$ cat config.mk
export PLATFORM = sky130hd
export DESIGN_NAME = lo_divider
export DESIGN_NICKNAME = d
export VERILOG_FILES = /design/src/rtl/lodiv_pkg.sv /design/src/rtl/lodiv_ctrl.sv /design/src/rtl/lodiv_swallow.sv /design/src/rtl/lodiv_direct.sv /design/src/rtl/lo_divider.sv
export SDC_FILE = /design/constraint.sdc
export NUM_CORES = 1
export LEC_CHECK = 0
export BUFFER_PORTS_ARGS = -buffer_cell sky130_fd_sc_hd__buf_2
export CAP_MARGIN = 20
export CORE_ASPECT_RATIO = 1.1
export CORE_MARGIN = 4
export CORE_UTILIZATION = 65
export DETAILED_ROUTE_END_ITERATION = 7
export PLACE_DENSITY_LB_ADDON = 0.12
export RECOVER_POWER = 50
export SKIP_LAST_GASP = 1
export SYNTH_ARGS = -nofsm -noshare
export SYNTH_HDL_FRONTEND = slang
export SYNTH_SLANG_ARGS = --single-unit
$ cat constraint.sdc
create_clock -name clk -period 5.2 [get_ports clk]
set_input_delay 0.26 -clock clk [delete_from_list [all_inputs] [get_ports clk]]
set_output_delay 0.26 -clock clk [all_outputs]
set_load 0.01 [all_outputs]
$ cat src/rtl/lodiv_pkg.sv
// Shared types for the dual-path divider.
// Assumes: nothing beyond IEEE 1800-2017 packages.
package lodiv_pkg;
    typedef enum logic {
        PATH_SWALLOW = 1'b0,
        PATH_DIRECT  = 1'b1
    } path_e;
endpackage

$ cat src/rtl/lodiv_ctrl.sv
// Configuration capture: resolves source and path from the mode inputs,
// clamps the divisor to the legal range of that path, and latches the
// result only at the start of a division cycle. Keeps the sticky error flag.
// Assumes: term is one clock wide and comes from the active path only.
module lodiv_ctrl
    import lodiv_pkg::*;
#(
    parameter int NW      = 16,
    parameter int SW_MIN  = 272,
    parameter int DIR_MIN = 5,
    parameter int DIR_MAX = 4095
) (
    input  logic          clk,
    input  logic          rst_n,
    input  logic          band_hi,
    input  logic          lo_swallow,
    input  logic [NW-1:0] div_n,
    input  logic          term,
    output logic          armed,
    output logic          load,
    output logic          act_hi,
    output path_e         act_path,
    output logic [NW-1:0] act_n,
    output logic          err
);
    path_e         req_path;
    logic [NW-1:0] n_clamped;
    logic          n_bad;

    assign load = !armed || term;

    // Pick the path and clamp the requested divisor into its range.
    always_comb begin
        req_path  = (band_hi || lo_swallow) ? PATH_SWALLOW : PATH_DIRECT;
        n_clamped = div_n;
        n_bad     = 1'b0;
        if (req_path == PATH_SWALLOW) begin
            if (div_n < NW'(SW_MIN)) begin
                n_clamped = NW'(SW_MIN);
                n_bad     = 1'b1;
            end
        end else if (div_n < NW'(DIR_MIN)) begin
            n_clamped = NW'(DIR_MIN);
            n_bad     = 1'b1;
        end else if (div_n > NW'(DIR_MAX)) begin
            n_clamped = NW'(DIR_MAX);
            n_bad     = 1'b1;
        end
    end

    // Latch the active configuration at cycle start; error flag is sticky.
    always_ff @(posedge clk) begin
        if (!rst_n) begin
            armed    <= 1'b0;
            act_hi   <= 1'b0;
            act_path <= PATH_SWALLOW;
            act_n    <= NW'(SW_MIN);
            err      <= 1'b0;
        end else if (load) begin
            armed    <= 1'b1;
            act_hi   <= band_hi;
            act_path <= req_path;
            act_n    <= n_clamped;
            if (n_bad) begin
                err <= 1'b1;
            end
        end
    end
endmodule

$ cat src/rtl/lodiv_swallow.sv
// Pulse-swallow divider: a 2**PW / 2**PW+1 dual-modulus prescaler, a swallow
// counter (N mod 2**PW) that holds the long modulus, and a main counter
// (N div 2**PW) that ends the cycle.
// Assumes: n >= 2**PW*(2**PW+1), so main count >= swallow count; n is stable
// between clr pulses.
module lodiv_swallow #(
    parameter int NW = 16,
    parameter int PW = 4
) (
    input  logic          clk,
    input  logic          rst_n,
    input  logic          clr,
    input  logic          evt,
    input  logic [NW-1:0] n,
    output logic          term
);
    localparam int PRE = 1 << PW;
    localparam int PCW = PW + 1;
    localparam int MW  = NW - PW;

    logic [PCW-1:0] pre_cnt;
    logic [PW-1:0]  s_cnt;
    logic [MW-1:0]  m_cnt;
    logic [PW-1:0]  s_tgt;
    logic [MW-1:0]  m_tgt;
    logic           long_mod;
    logic           pre_last;

    // Split the divisor and find the end of the current prescaler period.
    always_comb begin
        s_tgt    = n[PW-1:0];
        m_tgt    = n[NW-1:PW];
        long_mod = (s_cnt != s_tgt);
        pre_last = long_mod ? (pre_cnt == PCW'(PRE)) : (pre_cnt == PCW'(PRE - 1));
        term     = evt && pre_last && (m_cnt == m_tgt - MW'(1));
    end

    // Advance the prescaler, then the swallow and main counters.
    always_ff @(posedge clk) begin
        if (!rst_n || clr) begin
            pre_cnt <= '0;
            s_cnt   <= '0;
            m_cnt   <= '0;
        end else if (evt) begin
            if (pre_last) begin
                pre_cnt <= '0;
                m_cnt   <= m_cnt + MW'(1);
                if (long_mod) begin
                    s_cnt <= s_cnt + PW'(1);
                end
            end else begin
                pre_cnt <= pre_cnt + PCW'(1);
            end
        end
    end
endmodule

$ cat src/rtl/lodiv_direct.sv
// Direct programmable counter: ends a cycle after n events.
// Assumes: n >= 2 and stable between clr pulses.
module lodiv_direct #(
    parameter int DW = 12
) (
    input  logic          clk,
    input  logic          rst_n,
    input  logic          clr,
    input  logic          evt,
    input  logic [DW-1:0] n,
    output logic          term
);
    logic [DW-1:0] cnt;

    assign term = evt && (cnt == n - DW'(1));

    // Count events from zero up to n-1.
    always_ff @(posedge clk) begin
        if (!rst_n || clr) begin
            cnt <= '0;
        end else if (evt) begin
            cnt <= cnt + DW'(1);
        end
    end
endmodule

$ cat src/rtl/lo_divider.sv
// Top: routes the selected oscillator enable to the active divider path and
// registers the end-of-cycle pulse.
// Assumes: hi_en and lo_en are already synchronous to clk.
module lo_divider
    import lodiv_pkg::*;
#(
    parameter int NW      = 16,
    parameter int DW      = 12,
    parameter int PW      = 4,
    parameter int DIR_MIN = 5
) (
    input  logic          clk,
    input  logic          rst_n,
    input  logic          hi_en,
    input  logic          lo_en,
    input  logic          band_hi,
    input  logic          lo_swallow,
    input  logic [NW-1:0] div_n,
    output logic          pulse_o,
    output logic          err_o
);
    localparam int SW_MIN  = (1 << PW) * ((1 << PW) + 1);
    localparam int DIR_MAX = (1 << DW) - 1;

    logic          armed;
    logic          load;
    logic          act_hi;
    path_e         act_path;
    logic [NW-1:0] act_n;
    logic          evt;
    logic          term;
    logic          term_sw;
    logic          term_dir;

    // Gate the active source; nothing counts before the first capture.
    always_comb begin
        evt  = armed && (act_hi ? hi_en : lo_en);
        term = (act_path == PATH_SWALLOW) ? term_sw : term_dir;
    end

    lodiv_ctrl #(
        .NW(NW), .SW_MIN(SW_MIN), .DIR_MIN(DIR_MIN), .DIR_MAX(DIR_MAX)
    ) u_ctrl (
        .clk(clk), .rst_n(rst_n), .band_hi(band_hi), .lo_swallow(lo_swallow),
        .div_n(div_n), .term(term), .armed(armed), .load(load),
        .act_hi(act_hi), .act_path(act_path), .act_n(act_n), .err(err_o)
    );

    lodiv_swallow #(.NW(NW), .PW(PW)) u_sw (
        .clk(clk), .rst_n(rst_n), .clr(load),
        .evt(evt && (act_path == PATH_SWALLOW)), .n(act_n), .term(term_sw)
    );

    lodiv_direct #(.DW(DW)) u_dir (
        .clk(clk), .rst_n(rst_n), .clr(load),
        .evt(evt && (act_path == PATH_DIRECT)), .n(act_n[DW-1:0]), .term(term_dir)
    );

    // Register the end-of-cycle pulse.
    always_ff @(posedge clk) begin
        if (!rst_n) begin
            pulse_o <= 1'b0;
        end else begin
            pulse_o <= term;
        end
    end
endmodule

==> out/summary.txt <==
Status = complete, but fails checks
Failing checks = max-capacitance violations
Horiz. Die Dim = 75.3 um
Fin crit share = 0.746
Row count = 26
Fin. max-slew vios = 0
Crit-path max FO = 33
CTS sink cnt = 54
Number of setup violations in the final report = 0
Worst setup margin = 1.32 ns
Worst Hold Class = in -> reg
RSZ-0062 raised after global routing = false
Top cells by area, synth = dfxtp_1 33%, xnor2_1 8.9%, xor2_1 7.8%
Post-CTS Hold Fix Bufs = 0
Post-synth EDFFs = 0
CTS Root Cell = clkbuf_8
Synth warn = 0
Die Y = 82.0 um
Startpoint types = register
Drt first pass iters = 5
GRT Residual Overflow = 0
Antenna-violating nets left = 0
Clock Pin Slew Worst Setup and Hold Paths = 0.09 ns
Synth Register Bits = 54
First-pass GRT wire length = 11,200 um
Kind of critical path = reg -> reg
Syn Area/Cell = 8.45 um2
WP data required = 5.33 ns
DRT iter0 DRCs = 165
Vias per cell = 5.75
Top-count cell post-synth = dfxtp_1
Initial antenna violation count = 0
Pwr dens = 234 nW/um2
Skew-Pair Late Insertion Delay = 0.30 ns
Largest net degree at the start of global routing = 34
Seq/Total Area, Yosys = 0.334
CTS H-tree lvls = 2
Inserted Clock Buffers = 5
Leakage power = 1.29 nW
Area leader, netlist = dfxtp_1
Layout area overhead = 4.37%
Post-CTS setup buffers = 0
Final setup TNS = 0 ns
Synth Flop Type = dfxtp_1
Max clock buf depth = 2
Fin nets = 424
Mapped Nets = 412
Placement Setup Slack = 2.19 ns
Share of flip-flops with an asynchronous set or reset = 0
Antenna cells = 0
R2R Setup Slk = 1.32 ns
# IOs = 24
Routed length per instance = 14.2 um
Share of layout cells above drive strength 1 = 0.101
Total power = 0.000790 W
Via count = 2,598
Max cap viols = 1
Synth Instances = 383
Peak Freq = 0.258 GHz
Fin crit period = 3.88 ns
IR drop worst, VDD = 0.182 mV
GP Congestion = 0.835
Core area = 4720 um2
Mapped cell area = 3240 um2
Synth top area share = 0.334
Synth unique cells = 56
Layout Skew = 0.00414 ns
Top cells by count, synth = 54 x dfxtp_1, 49 x nor2_1, 43 x nand2_1
CP arrival = 4.01 ns
Initial cell density of the core = 0.686
DP HPWL = 4890 um
Total die area = 6180 um2
Post_cts resized = 0
GRT Total Usage = 0.230
Final hold vios = 0
CTS tree = built
DRC Markers = 0
Routed WL = 6440 um
Number of global-route vias before repair = 2,492
Port buffer count = 23
Slew headroom = 0.00150
Worst-Margin Slew = 1.50 ns
Worst setup EP type = register
## per-stage QoR
step                       util  hold slack, ns  instance area, um2  cells
after CTS                 0.719           0.200                3390    452
after floorplan               -           0.350                3240    383
after global routing      0.716           0.211                3380    452
final                     0.716           0.205                3380    452
after detailed placement  0.700           0.469                3300    444
after global placement    0.700           0.455                3300    444
## area by class of cell
cell class                 instances  area [um2]
multi-input combinational        300        1980
fill                             370        1340
inverter                          10        37.5
tap                               56        70.1
clock buffer                       7        86.3
clock inverter                     1        5.00
sequential                        54        1080
timing repair buffer              24         115
## power by group
part,total (W),internal [W],switching [W]
Combinational,0.000109,0.0000500,0.0000595
Clock,0.000238,0.000108,0.000130
Sequential,0.000443,0.000424,0.0000192
Total,0.000790,0.000582,0.000209
## cell families (layout without fill, tap and decap cells)
| family | Yosys count | count (layout) | synth area share |
|---|---|---|---|
| simple gates | 166 | 166 | 0.262 |
| xor+xnor | 62 | 62 | 0.168 |
| flops | 54 | 54 | 0.334 |
| compound gates | 43 | 43 | 0.0881 |
| buf+inv | 29 | 42 | 0.0514 |
| mux | 22 | 22 | 0.0695 |
| fa+ha+maj | 7 | 7 | 0.0270 |
## critical path, stage by stage (launching register included)
cell	delay, ns
dfxtp_1	0.40
inv_1	0.16
ha_1	0.20
or3b_2	0.51
xnor2_1	0.17
nor4_2	0.26
nand4_1	0.14
or4_1	0.49
nand3_1	0.11
clkbuf_1	1.10
nor2_1	0.14
## layer usage
metal  global-route usage  up-vias  wire length [um]  share of wire
met5                    0        -                 0              0
met4               0.0682        0                94          0.015
met3               0.0428        9               285          0.044
met2                0.380       68              3070           0.48
met1                0.304     1180              2980           0.46
li1                     -     1341                 -              -
## final timing paths
path                                start                       endpoint  depth (start not counted)
max          u_ctrl.act_n[4]$_SDFFE_PN1P_     u_dir.cnt[10]$_SDFFE_PP0P_                         10
min                             div_n[15]  u_ctrl.act_n[15]$_SDFFE_PN0P_                          3
max reg2reg  u_ctrl.act_n[4]$_SDFFE_PN1P_     u_dir.cnt[10]$_SDFFE_PP0P_                         10
min reg2reg    u_ctrl.act_hi$_SDFFE_PN0P_     u_ctrl.act_hi$_SDFFE_PN0P_                          2
## cell usage in the layout, fill, tap and decap left out, drive strengths merged, types with 2 or more instances in the layout
cell type,synthesis,layout
a21oi,11,11
nor3b,3,3
o211ai,2,2
nor2b,2,2
xnor2,33,33
nand4,13,13
nor2,50,50
and4b,2,2
a41oi,2,2
mux2i,21,21
o21ai,15,15
or3,2,2
or2,2,2
and3,6,6
dfxtp,54,54
or4,6,6
inv,10,10
clkbuf,7,11
buf,12,20
ha,7,7
and2,5,5
a211oi,2,2
or3b,2,2
xor2,29,29
nor3,9,9
nand3,11,11
nor4,9,9
nand2,43,43
## state kept, by name, summed over array words and instances, names as in the netlist
signal           cells
pulse_o              1
u_ctrl.act_hi        1
u_ctrl.act_n        16
u_ctrl.act_path      1
u_ctrl.armed         1
u_ctrl.err           1
u_dir.cnt           12
u_sw.m_cnt          12
u_sw.pre_cnt         5
u_sw.s_cnt           4
Note: power is estimated with default switching activity, not from simulation.
